`src/rtl/cldiv_pkg.sv`:
```
// Shared definitions for the carry-less divider.
// Assumes: nothing beyond IEEE 1800-2017 elaboration rules.
package cldiv_pkg;

    // Handshake phase of the divider
    typedef enum logic {
        PH_IDLE = 1'b0,
        PH_RUN  = 1'b1
    } cldiv_phase_e;

    // Larger of two elaboration-time values
    function automatic int cldiv_max(input int a, input int b);
        return (a > b) ? a : b;
    endfunction

endpackage

```
`src/rtl/cldiv_degree.sv`:
```
// Priority encoder returning the index of the highest set bit of a vector,
// i.e. the degree of the polynomial it encodes.
// Assumes: WIDTH >= 2; a zero vector yields 0 (its result is don't-care).
module cldiv_degree #(
    parameter int WIDTH = 4,
    parameter int DW    = $clog2(WIDTH)
) (
    input  logic [WIDTH-1:0] vec,
    output logic [DW-1:0]    deg
);

    // Scan upward so the last set bit found is the leading one
    always_comb begin
        deg = '0;
        for (int i = 0; i < WIDTH; i++) begin
            if (vec[i]) deg = DW'(i);
        end
    end

endmodule

```
`src/rtl/cldiv_step.sv`:
```
// One iteration of GF(2) long division. Step s works on quotient bit
// k = MAXW-1-s. If the divisor, shifted left by k, has its leading
// coefficient on a set remainder bit, the step XORs it into the remainder
// and sets quotient bit k. Once step_i reaches MAXW the step passes its
// inputs through unchanged (saturating).
// Assumes: WIDTH <= MAXW, deg is the degree of dvs.
module cldiv_step #(
    parameter int WIDTH = 4,
    parameter int MAXW  = 8,
    parameter int SW    = $clog2(MAXW + 1),
    parameter int DW    = $clog2(WIDTH)
) (
    input  logic [SW-1:0]    step_i,
    input  logic [MAXW-1:0]  rem_i,
    input  logic [WIDTH-1:0] quo_i,
    input  logic [WIDTH-1:0] dvs,
    input  logic [DW-1:0]    deg,
    output logic [SW-1:0]    step_o,
    output logic [MAXW-1:0]  rem_o,
    output logic [WIDTH-1:0] quo_o
);

    localparam logic [SW-1:0] LAST  = SW'(MAXW - 1);
    localparam logic [SW:0]   LIMIT = (SW + 1)'(MAXW);

    logic          done;
    logic          hit;
    logic [SW-1:0] k;
    logic [SW:0]   pos;
    logic [MAXW-1:0] lead;

    // Alignment test, conditional XOR and quotient bit for this step
    always_comb begin
        done   = (step_i >= SW'(MAXW));
        k      = LAST - step_i;
        pos    = {1'b0, k} + {{(SW + 1 - DW){1'b0}}, deg};
        lead   = {{(MAXW - 1){1'b0}}, 1'b1} << pos;
        hit    = !done && (pos < LIMIT) && (|(rem_i & lead));
        rem_o  = hit ? (rem_i ^ (MAXW'(dvs) << k)) : rem_i;
        quo_o  = hit ? (quo_i | ({{(WIDTH - 1){1'b0}}, 1'b1} << k)) : quo_i;
        step_o = done ? step_i : (step_i + SW'(1));
    end

endmodule

```
`src/rtl/cldiv_ctrl.sv`:
```
// Handshake control for the divider: idle/run phase, operand capture
// strobe, advance strobe while steps remain, and release on output accept.
// Assumes: done is derived from the registered step counter.
module cldiv_ctrl (
    input  logic clk,
    input  logic rst_n,
    input  logic in_valid,
    input  logic out_ready,
    input  logic done,
    output logic in_ready,
    output logic out_valid,
    output logic load,
    output logic advance
);

    import cldiv_pkg::*;

    cldiv_phase_e phase;

    // Phase register: idle -> run on capture, run -> idle on release
    always_ff @(posedge clk) begin
        if (!rst_n) begin
            phase <= PH_IDLE;
        end else begin
            case (phase)
                PH_IDLE: if (in_valid)           phase <= PH_RUN;
                PH_RUN:  if (done && out_ready)  phase <= PH_IDLE;
                default:                         phase <= PH_IDLE;
            endcase
        end
    end

    // Strobes and handshake outputs decoded from the phase
    always_comb begin
        in_ready  = (phase == PH_IDLE);
        out_valid = (phase == PH_RUN) && done;
        load      = in_ready && in_valid;
        advance   = (phase == PH_RUN) && !done;
    end

endmodule

```
`src/rtl/cldiv_unit.sv`:
```
// Sequential carry-less (GF(2) polynomial) divider with valid/ready on both
// sides. STEPS_PER_CLOCK step slices are chained per clock; the capture
// edge runs the first group on the incoming operands.
// Assumes: WIDTH >= 2, N_WIDTH >= 1, STEPS_PER_CLOCK >= 1. Results for a
// zero divisor or an overflowing quotient are unspecified.
module cldiv_unit #(
    parameter int WIDTH           = 4,
    parameter int N_WIDTH         = 8,
    parameter int STEPS_PER_CLOCK = 3
) (
    input  logic               clk,
    input  logic               rst_n,
    input  logic               in_valid,
    output logic               in_ready,
    input  logic [N_WIDTH-1:0] in_dividend,
    input  logic [WIDTH-1:0]   in_divisor,
    output logic               out_valid,
    input  logic               out_ready,
    output logic [WIDTH-1:0]   out_quotient,
    output logic [WIDTH-1:0]   out_remainder
);

    localparam int MAXW = cldiv_pkg::cldiv_max(WIDTH, N_WIDTH);
    localparam int SW   = $clog2(MAXW + 1);
    localparam int DW   = $clog2(WIDTH);
    localparam int S    = STEPS_PER_CLOCK;

    logic             load;
    logic             advance;
    logic             done;

    logic [SW-1:0]    st_step;
    logic [MAXW-1:0]  st_rem;
    logic [WIDTH-1:0] st_quo;
    logic [WIDTH-1:0] st_dvs;

    logic [WIDTH-1:0] src_dvs;
    logic [DW-1:0]    src_deg;

    logic [SW-1:0]    ch_step [S + 1];
    logic [MAXW-1:0]  ch_rem  [S + 1];
    logic [WIDTH-1:0] ch_quo  [S + 1];

    assign done = (st_step >= SW'(MAXW));

    cldiv_ctrl u_ctrl (
        .clk       (clk),
        .rst_n     (rst_n),
        .in_valid  (in_valid),
        .out_ready (out_ready),
        .done      (done),
        .in_ready  (in_ready),
        .out_valid (out_valid),
        .load      (load),
        .advance   (advance)
    );

    // Chain head: fresh operands on capture, otherwise the held state
    assign src_dvs    = load ? in_divisor : st_dvs;
    assign ch_step[0] = load ? '0 : st_step;
    assign ch_rem[0]  = load ? MAXW'(in_dividend) : st_rem;
    assign ch_quo[0]  = load ? '0 : st_quo;

    cldiv_degree #(
        .WIDTH (WIDTH),
        .DW    (DW)
    ) u_deg (
        .vec (src_dvs),
        .deg (src_deg)
    );

    for (genvar g = 0; g < S; g++) begin : g_step
        cldiv_step #(
            .WIDTH (WIDTH),
            .MAXW  (MAXW),
            .SW    (SW),
            .DW    (DW)
        ) u_step (
            .step_i (ch_step[g]),
            .rem_i  (ch_rem[g]),
            .quo_i  (ch_quo[g]),
            .dvs    (src_dvs),
            .deg    (src_deg),
            .step_o (ch_step[g+1]),
            .rem_o  (ch_rem[g+1]),
            .quo_o  (ch_quo[g+1])
        );
    end

    // Step state register: updated on capture and while steps remain
    always_ff @(posedge clk) begin
        if (!rst_n) begin
            st_step <= '0;
            st_rem  <= '0;
            st_quo  <= '0;
        end else if (load || advance) begin
            st_step <= ch_step[S];
            st_rem  <= ch_rem[S];
            st_quo  <= ch_quo[S];
        end
    end

    // Divisor register: latched once per operation
    always_ff @(posedge clk) begin
        if (!rst_n) begin
            st_dvs <= '0;
        end else if (load) begin
            st_dvs <= in_divisor;
        end
    end

    assign out_quotient  = st_quo;
    assign out_remainder = st_rem[WIDTH-1:0];

endmodule

```
`config.mk`:
```
export PLATFORM = sky130hd
export DESIGN_NAME = cldiv_unit
export DESIGN_NICKNAME = d
export VERILOG_FILES = /design/src/rtl/cldiv_pkg.sv /design/src/rtl/cldiv_degree.sv /design/src/rtl/cldiv_step.sv /design/src/rtl/cldiv_ctrl.sv /design/src/rtl/cldiv_unit.sv
export SDC_FILE = /design/constraint.sdc
export NUM_CORES = 1
export LEC_CHECK = 0
export CAP_MARGIN = 5
export CORE_MARGIN = 8
export CORE_UTILIZATION = 55
export DETAILED_ROUTE_END_ITERATION = 8
export DONT_BUFFER_PORTS = 1
export PLACE_DENSITY = 0.69
export SYNTH_ARGS = -nofsm -noshare
export SYNTH_HDL_FRONTEND = slang
export SYNTH_SLANG_ARGS = --single-unit
```
`constraint.sdc`:
```
create_clock -name clk -period 14.5 [get_ports clk]
set_input_delay 4.35 -clock clk [delete_from_list [all_inputs] [get_ports clk]]
set_output_delay 4.35 -clock clk [all_outputs]
set_load 0.01 [all_outputs]
```
; Yosys cells after proc, flatten, opt, wreduce, memory -nomap -nowiden
; Index checks and enable logic that the tools add are counted.
; Widths: inputs -> output; s select.
[totals]
ff_bits = 21
output_inout_bits = 10
elab_cells = 77
[op_classes]
n_addsub = 9
n_lt_le_gt_ge = 7
shifts = 9
muxes = 19
n_bitwise = 10
n_reduce_logical = 18
[op_table]
columns = op, count
row1 = $mux 4, 9
row2 = $mux 8, 4
row3 = $and 8x8->8, 3
row4 = $reduce_or 8->1, 3
row5 = $shl 1x5->8 const A, 3
row6 = $shl 4x4->8, 3
row7 = $xor 8x8->8, 3
row8 = $ge 4x4->1 const B, 4
row9 = $add 4x2->5, 3
row10 = $lt 5x4->1 const B, 3
row11 = $add 4x1->4 const B, 3
row12 = $or 4x4->4, 3
row13 = $shl 1x4->4 const A, 3
row14 = $sub 3x4->4 const A, 3
row15 = $logic_and 1x1->1, 10
row16 = $logic_not 1->1, 4
row17 = $mux 2, 2
row18 = $mux 1, 3
row19 = $pmux 1 s2, 1
row20 = $logic_or 1x1->1, 1
row21 = $not 1->1, 1

; Logic depth before layout (Yosys ltp)
; Gate-level depths: netlist of run 1.
[logic_depth]
ltp_word = 20
ltp_mapped = 26
mapped_depth_nobuf = 21

; Modules after synthesis
; From an unflattened synthesis of run 1, not the netlist that was laid out.
[unflattened]
hier_cells = 319
area_unflattened_um2 = 2793.9
[by_module_without_submodules]
columns = mod, n_inst, cells_each, area_per_inst_um2, seq_area_each_um2
row1 = cldiv_step (g_step[0].u_step ...), 2, 67, 570.5, 0.0
row2 = cldiv_unit, 1, 110, 1028.5, 400.4
row3 = cldiv_step (g_step[1].u_step), 1, 65, 548.0, 0.0
row4 = cldiv_ctrl, 1, 7, 58.8, 20.0
row5 = cldiv_degree, 1, 3, 17.5, 0.0

; Worst setup path before layout of run 1
; Ideal clock, no wire load.
[synth_timing]
kind = input port to flip-flop
from = input port in_valid
to = register st_rem[7]
setup_ns = 0.122
arrival_ns = 9.555
required_ns = 14.378
setup_slack_ns = 4.823
stages = 20
path_cell_list = nor2b_2 buf_6 buf_2 buf_2 mux2i_1 o21ai_0 ha_1 fa_1 mux4_2 o22a_1 o31ai_1 nand4_1 a311o_2 a31oi_1 mux2_2 nor2_2 a31oi_1 buf_2 and3_1 a311o_1
[synth_via]
elab_chain_len = 19
[synth_rtl]
columns = item, line_no
row1 = start: declaration, cldiv_unit.sv:13  ; input logic in_valid,
row2 = $logic_and 1x1->1 *, cldiv_ctrl.sv:37  ; load = in_ready && in_valid;
row3 = "parallel branches: the longest is 18 deep, another holds $add 4x2->5", --
row4 = end signal: assignment, cldiv_unit.sv:98  ; st_rem <= ch_rem[S];
row5 = end: declaration, cldiv_unit.sv:33  ; logic [MAXW-1:0] st_rem;
; Every way passes the cells marked *.
; A chain may end at the register's enable or synchronous reset.

; Worst setup path in the final report of run 1
[layout_timing]
from = input port in_valid
to = register st_rem[6]
; The elaborated chain is that of the path after synthesis.

==> flow_metrics.tcl, run 1 <==
set metrics [dict create \
    drive_above_1_share_pct 7.32 \
    postRouteWirelength_um 9980 \
    ff2ff_path_depth 20 \
    worstPathArrival_ns 10.71 \
    crit_cells 20 \
    cts_max_path_buffers 2 \
    cpLargestDelayFamily "compound AO/OA/AOI/OAI gates" \
    cts_max_level 1 \
    grt_usage_pct 23.0 \
    io_pins 26 \
    setup_viol 0 \
    antenna_cells 0 \
    first_pass_iters 5 \
    clk_latency_ns 0.28 \
    cts_hold_buf 0 \
    cp_num_buf_inv 2 \
    ir_worst_vdd_mv 0.153 \
    final_nets 443 \
    grt_pass1_wl_um 16100 \
    synthFlopType "dfxtp_1" \
    post-route-util_pct 57.6 \
    tns_ns 0 \
    post_dp_cell_area_um2 3140 \
    die_area_um2 8440 \
    synth-seq-cells 21 \
    final_cell_mix "nand2_1, nor2_1, nand3_1, mux2i_1, dfxtp_1" \
    grt_pass1_vias 3066 \
    critPathSlowestCell "a31oi_1" \
    power.density_nw_per_um2 217 \
    syn2layout_area_growth_pct 0.790 \
    finalMaxSlewViolations 0 \
    critPathCaptureType "flop" \
    vias_per_cell 7.03 \
    grt_overflow 0 \
    num_vias 3389 \
    cp_slowest_stage_delay_ns 0.79 \
    cts-root-buf "clkbuf_8" \
    worst_slack_ns 3.96 \
    final_common_cell "nand2_1" \
    die_y_um 91.9 \
    antenna_found_initial 0 \
    postSynthCellCount 430 \
    rows 27 \
    hp-class "flop to flop" \
    max_freq_ghz 0.0948 \
    cts_resized 0 \
    finalCriticalPeriod_ns 10.54 \
    postCtsSetupBuffers 0 \
    hold_ws_ns 0.559 \
    cts_tree "yes" \
    path_clk_slew_ns 0.08 \
    maxCapViolCount 0 \
    required_ns 14.67 \
    grt_max_degree 28 \
    critical_path.max_fanout 21 \
    first_iter_violations 324 \
    relSlewSlack_pct 38.2 \
    reg2reg_from "u_ctrl.phase$_SDFF_PN0_" \
    stdcell_area_um2 3190 \
    critPathMostFrequentCell "ha_1" \
    drtAntennaViolNets 0 \
    numClockSinks 21 \
    synth_nets 462 \
    hold_violations 0 \
    hold_end "st_rem[3]$_SDFFE_PN0P_" \
    rsz0062_at_grt "false" \
    hp-start "st_rem[3]$_SDFFE_PN0P_" \
    yosysSeqAreaShare_pct 13.3 \
    synth_warnings 0 \
    drt_drc_violations_left 0 \
    portBuffers 0 \
    hpwl_um 7720 \
    syn_area_um2 3170 \
    period_share_pct 72.7 \
    reg2reg_slack_ns 7.49 \
    place_ws_ns 3.90 \
    criticalPathCategory "primary input to flop" \
    chipWidth_um 91.9 \
    finalClockSkew_ns 0.00481 \
    holdPathStages 2 \
    postSynth.asyncResetShare_pct 0 \
    start_util_pct 57.2 \
    crit_chain "nand2b_1, nand2_1, inv_1, ha_1, o21ai_0, nand2_1, ha_1, o22a_1, inv_1, ha_1, a21oi_1, xnor2_1, o22ai_1, nor4b_1, a211oi_1, a311oi_2, nor4_4, a31oi_1, a211oi_1, a311o_1" \
    synth.distinct_cells 74 \
    syn_area_per_cell_um2 7.37 \
    wire_per_inst_um 20.7 \
    gp_congestion 0.990 \
    r2r_end "st_rem[6]$_SDFFE_PN0P_" \
    status "complete, no violations" \
    tightest_slew_ns 0.901 \
    leakage_uw 0.00116 \
    core_area_um2 5540 \
    cts_buffers 3 \
    synth-edff-count 0 \
    crit_path_start_kind "primary input" \
]
[power by group]
part	total, uW	leakage, uW	switching (uW)	internal, uW
Clock	41.9	0.0000217	22.3	19.5
Sequential	104	0.000173	32.5	71.5
Combinational	547	0.000963	357	190
[worst max-delay path by stage]
stage                         from                endpoint
after global routing      in_valid  st_rem[6]$_SDFFE_PN0P_
final                     in_valid  st_rem[6]$_SDFFE_PN0P_
after global placement    in_valid  st_rem[6]$_SDFFE_PN0P_
after detailed placement  in_valid  st_rem[6]$_SDFFE_PN0P_
after CTS                 in_valid  st_rem[6]$_SDFFE_PN0P_
after floorplan           in_valid  st_rem[7]$_SDFFE_PN0P_
[through the flow]
stage	std cells	power [uW]
after floorplan	430	528
after global placement	478	622
after detailed placement	478	630
after CTS	482	674
after global routing	482	745
final	482	693
[Yosys cell counts (13+ instances only)]
cell       n  area share, %
ha_1      13            5.1
nand2_1   51            6.0
inv_1     17            2.0
clkbuf_1  15            1.8
nor2_1    38            4.5
nand3_1   26            4.1
o21ai_0   18            2.8
mux2i_1   25            7.9
a21oi_1   15            2.4
dfxtp_1   21             13
xnor2_1   14            3.9
[sequential cells by signal, summed over array words and instances, names as in the netlist]
signal	cells
out_quotient	4
st_dvs	4
u_ctrl.phase	1
st_rem	8
st_step	4
[final cells by class]
cell class | instances | area (um^2)
multi-input combinational | 364 | 2550
clock buffer | 3 | 41.3
tap | 72 | 90.1
sequential | 21 | 420
fill | 561 | 2350
clock inverter | 1 | 7.51
timing repair buffer | 1 | 7.51
inverter | 20 | 75.1
[tightest hold or removal path, cell delays in order (launching register included)]
cell and delay [ns]:
dfxtp_1 0.36, nand2_1 0.07, o211ai_1 0.07
[kinds of logic after synthesis]
group / count (synthesis) / share of synthesized area [%]
AND/OR/NAND/NOR: 182 / 30.3
AO/OA/AOI/OAI: 115 / 26.3
XOR/XNOR: 16 / 4.42
adder cells (fa/ha/maj): 16 / 7.03
flip-flops: 21 / 13.3
buffers and inverters: 45 / 6.20
multiplexers: 35 / 12.5
[metal layers]
layer / up-vias / GRT usage [%] / part of all wire [%]
li1: 1589 / - / -
met1: 1579 / 30.8 / 44
met2: 197 / 36.7 / 44
met3: 24 / 3.59 / 9.9
met4: 0 / 7.65 / 2.9
met5: - / 0 / 0
(Power assumes the default switching activity.)
==> run 2: changes to the inputs <==
--- a/config.mk
+++ b/config.mk
@@ -5,12 +5,13 @@
 export SDC_FILE = /design/constraint.sdc
 export NUM_CORES = 1
 export LEC_CHECK = 0
+export ABC_AREA = 1
 export CAP_MARGIN = 5
 export CORE_MARGIN = 8
 export CORE_UTILIZATION = 55
 export DETAILED_ROUTE_END_ITERATION = 8
 export DONT_BUFFER_PORTS = 1
-export PLACE_DENSITY = 0.69
+export PLACE_DENSITY = 0.72
 export SYNTH_ARGS = -nofsm -noshare
 export SYNTH_HDL_FRONTEND = slang
 export SYNTH_SLANG_ARGS = --single-unit
==> constraint.sdc (replaced) <==
create_clock -name clk -period 9.4 [get_ports clk]
set_input_delay 2.82 -clock clk [delete_from_list [all_inputs] [get_ports clk]]
set_output_delay 2.82 -clock clk [all_outputs]
set_load 0.01 [all_outputs]
==> flow_metrics.tcl, run 2 <==
set metrics [dict create \
    status "complete, no violations" \
    num_vias 3641 \
    antenna_cells 0 \
    grt.busiest_layer "met2" \
    grt_usage_pct 23.4 \
    crit_path_start_kind "primary input" \
    dp_cells 640 \
    relSlewSlack_pct 30.4 \
    postSynth.asyncResetShare_pct 0 \
    syn_area_um2 3510 \
    first_pass_iters 6 \
    required_ns 9.59 \
    tns_ns 0 \
    portBuffers 0 \
    worstPathArrival_ns 7.35 \
    wire_per_inst_um 15.9 \
    power_switching_share_pct 62.5 \
    post-route-util_pct 56.2 \
    postRouteWirelength_um 10300 \
    start_util_pct 55.9 \
    comb_power_share_pct 85.8 \
    hpwl_um 8480 \
    synthTopCellsByCount "nand2_1, inv_1, nand3_1, nor2_1, nand2_2" \
    netSwitchingPower_uw 865 \
    cts_max_level 1 \
    finalCriticalPeriod_ns 7.16 \
    gp_congestion 0.974 \
    hold_violations 0 \
    pwr-share-clk_pct 4.2 \
    cts-root-buf "clkbuf_8" \
    maxCapViolCount 0 \
    core_area_um2 6280 \
    reg2reg_slack_ns 4.16 \
    setup_viol 0 \
    finalMaxSlewViolations 0 \
    final_common_cell "nand2_1" \
    die_y_um 95.9 \
    hp-class "flop to flop" \
    critPathCaptureType "flop" \
    ir_worst_vdd_mv 0.301 \
    drtAntennaViolNets 0 \
    final_nets 600 \
    io_pins 26 \
    seqPwrFrac_pct 10.1 \
    yosys.area.top_type "nand2_1" \
    syn_area_per_cell_um2 6.08 \
    leakage_uw 0.00174 \
    cts_max_path_buffers 2 \
    clk_latency_ns 0.26 \
    first_iter_violations 343 \
    grt_use_met1_pct 32.0 \
    final_cells 644 \
    grt_pass1_wl_um 16900 \
    synth_nets 610 \
    antenna_found_initial 0 \
    syn2layout_area_growth_pct 0.427 \
    path_clk_slew_ns 0.07 \
    cts_resized 0 \
    rows 29 \
    p_int_uw 520 \
    grt_pass1_vias 3353 \
    synth_warnings 0 \
    synth_top_area_share_pct 16.9 \
    grtUsageMet3_pct 2.11 \
    ys_top_cells_by_area "nand2_1, dfxtp_1, nand3_1" \
    chipWidth_um 95.9 \
    max_freq_ghz 0.140 \
    grt_max_degree 21 \
    cts_tree "yes" \
    largest_reg_flops 8 \
    tightest_slew_ns 1.04 \
    synth-edff-count 0 \
    met2_usage_pct 38.0 \
    finalClockSkew_ns 0.00431 \
    power.density_nw_per_um2 393 \
    vias_per_cell 5.65 \
    yosysSeqAreaShare_pct 12.0 \
    die_area_um2 9200 \
    criticalPathCategory "primary input to flop" \
    fillCellCount 646 \
    regMostFlops "st_rem" \
    hold_ws_ns 0.479 \
    rsz0062_at_grt "false" \
    drt_drc_violations_left 0 \
    synthFlopType "dfxtp_1" \
    final_cell_mix "nand2_1, inv_1, nand3_1, nor2_1, nand2_2" \
    period_share_pct 76.2 \
    drive_above_1_share_pct 15.9 \
    synth_most_common_cell "nand2_1" \
    total_power_uw 1390 \
    grt_overflow 0 \
    cts_buffers 3 \
    synth.distinct_cells 47 \
    synth-seq-cells 21 \
    postSynthCellCount 578 \
    cts_hold_buf 0 \
    postCtsSetupBuffers 0 \
    critical_path.max_fanout 20 \
    numClockSinks 21 \
]
-- run 2: cell families (layout without fill, tap and decap cells) --
group / count (synthesis) / after routing / synth area share (%)
buffers and inverters: 98 / 87 / 12.6
adder cells (fa/ha/maj): 16 / 16 / 6.34
XOR/XNOR: 18 / 18 / 4.49
AND/OR/NAND/NOR: 354 / 354 / 51.6
AO/OA/AOI/OAI: 71 / 71 / 13.0
flip-flops: 21 / 21 / 12.0
-- run 2: worst paths after layout --
check	endpoint	cells after the start	from
hold / removal	st_rem[6]$_SDFFE_PN0P_	2	st_rem[6]$_SDFFE_PN0P_
hold reg to reg	st_rem[6]$_SDFFE_PN0P_	2	st_rem[6]$_SDFFE_PN0P_
setup / recovery	st_rem[3]$_SDFFE_PN0P_	25	in_valid
setup reg to reg	st_rem[3]$_SDFFE_PN0P_	26	u_ctrl.phase$_SDFF_PN0_
-- run 2: worst max-delay path, cell delays in order --
cell     delay, ns
nand2_4       0.20
nand2_2       0.15
inv_2         0.14
ha_1          0.24
inv_1         0.07
nor2_1        0.04
a21oi_1       0.80
inv_1         0.24
ha_1          0.36
o21ai_2       0.33
inv_2         0.15
fa_1          0.46
inv_1         0.09
nand3_1       0.15
nand3_1       0.15
nor2_1        0.06
nand3_1       0.10
nand2_2       0.07
nor2_4        0.16
nand2_8       0.10
nand2_8       0.10
nand2_2       0.05
nand2_1       0.10
nand2_1       0.06
a21oi_1       0.14
-- run 2: power by group through the flow --
stage	registers, uW	logic, uW	clock network (uW)
floorplan	128	970	0
global placement	141	1160	0
detailed placement	141	1170	0
CTS	139	1180	58.7
global route	142	1330	60.9
finish	140	1190	57.5
-- run 2: cell type report --
class	count	area [um^2]	area share [%]
multi-input cells	459	2650	75.1
flip-flops and latches	21	420	11.9
clock buffers	4	45.0	1.28
inverters	83	317	8.97
well taps	77	96.3	2.73
-- run 2: stage by stage --
stage	setup slack (ns)	instance area, um^2
finish	2.24	3530
global route	1.73	3530
CTS	2.27	3530
detailed placement	2.00	3480
global placement	2.07	3480
floorplan	2.81	3510
-- run 2: metal layers --
| metal | vias to the layer above | part of all wire (%) |
|---|---|---|
| li1 | 1834 | - |
| met1 | 1656 | 45 |
| met3 | 20 | 6.8 |
| met2 | 131 | 45 |
| met4 | 0 | 2.5 |
| met5 | - | 0 |
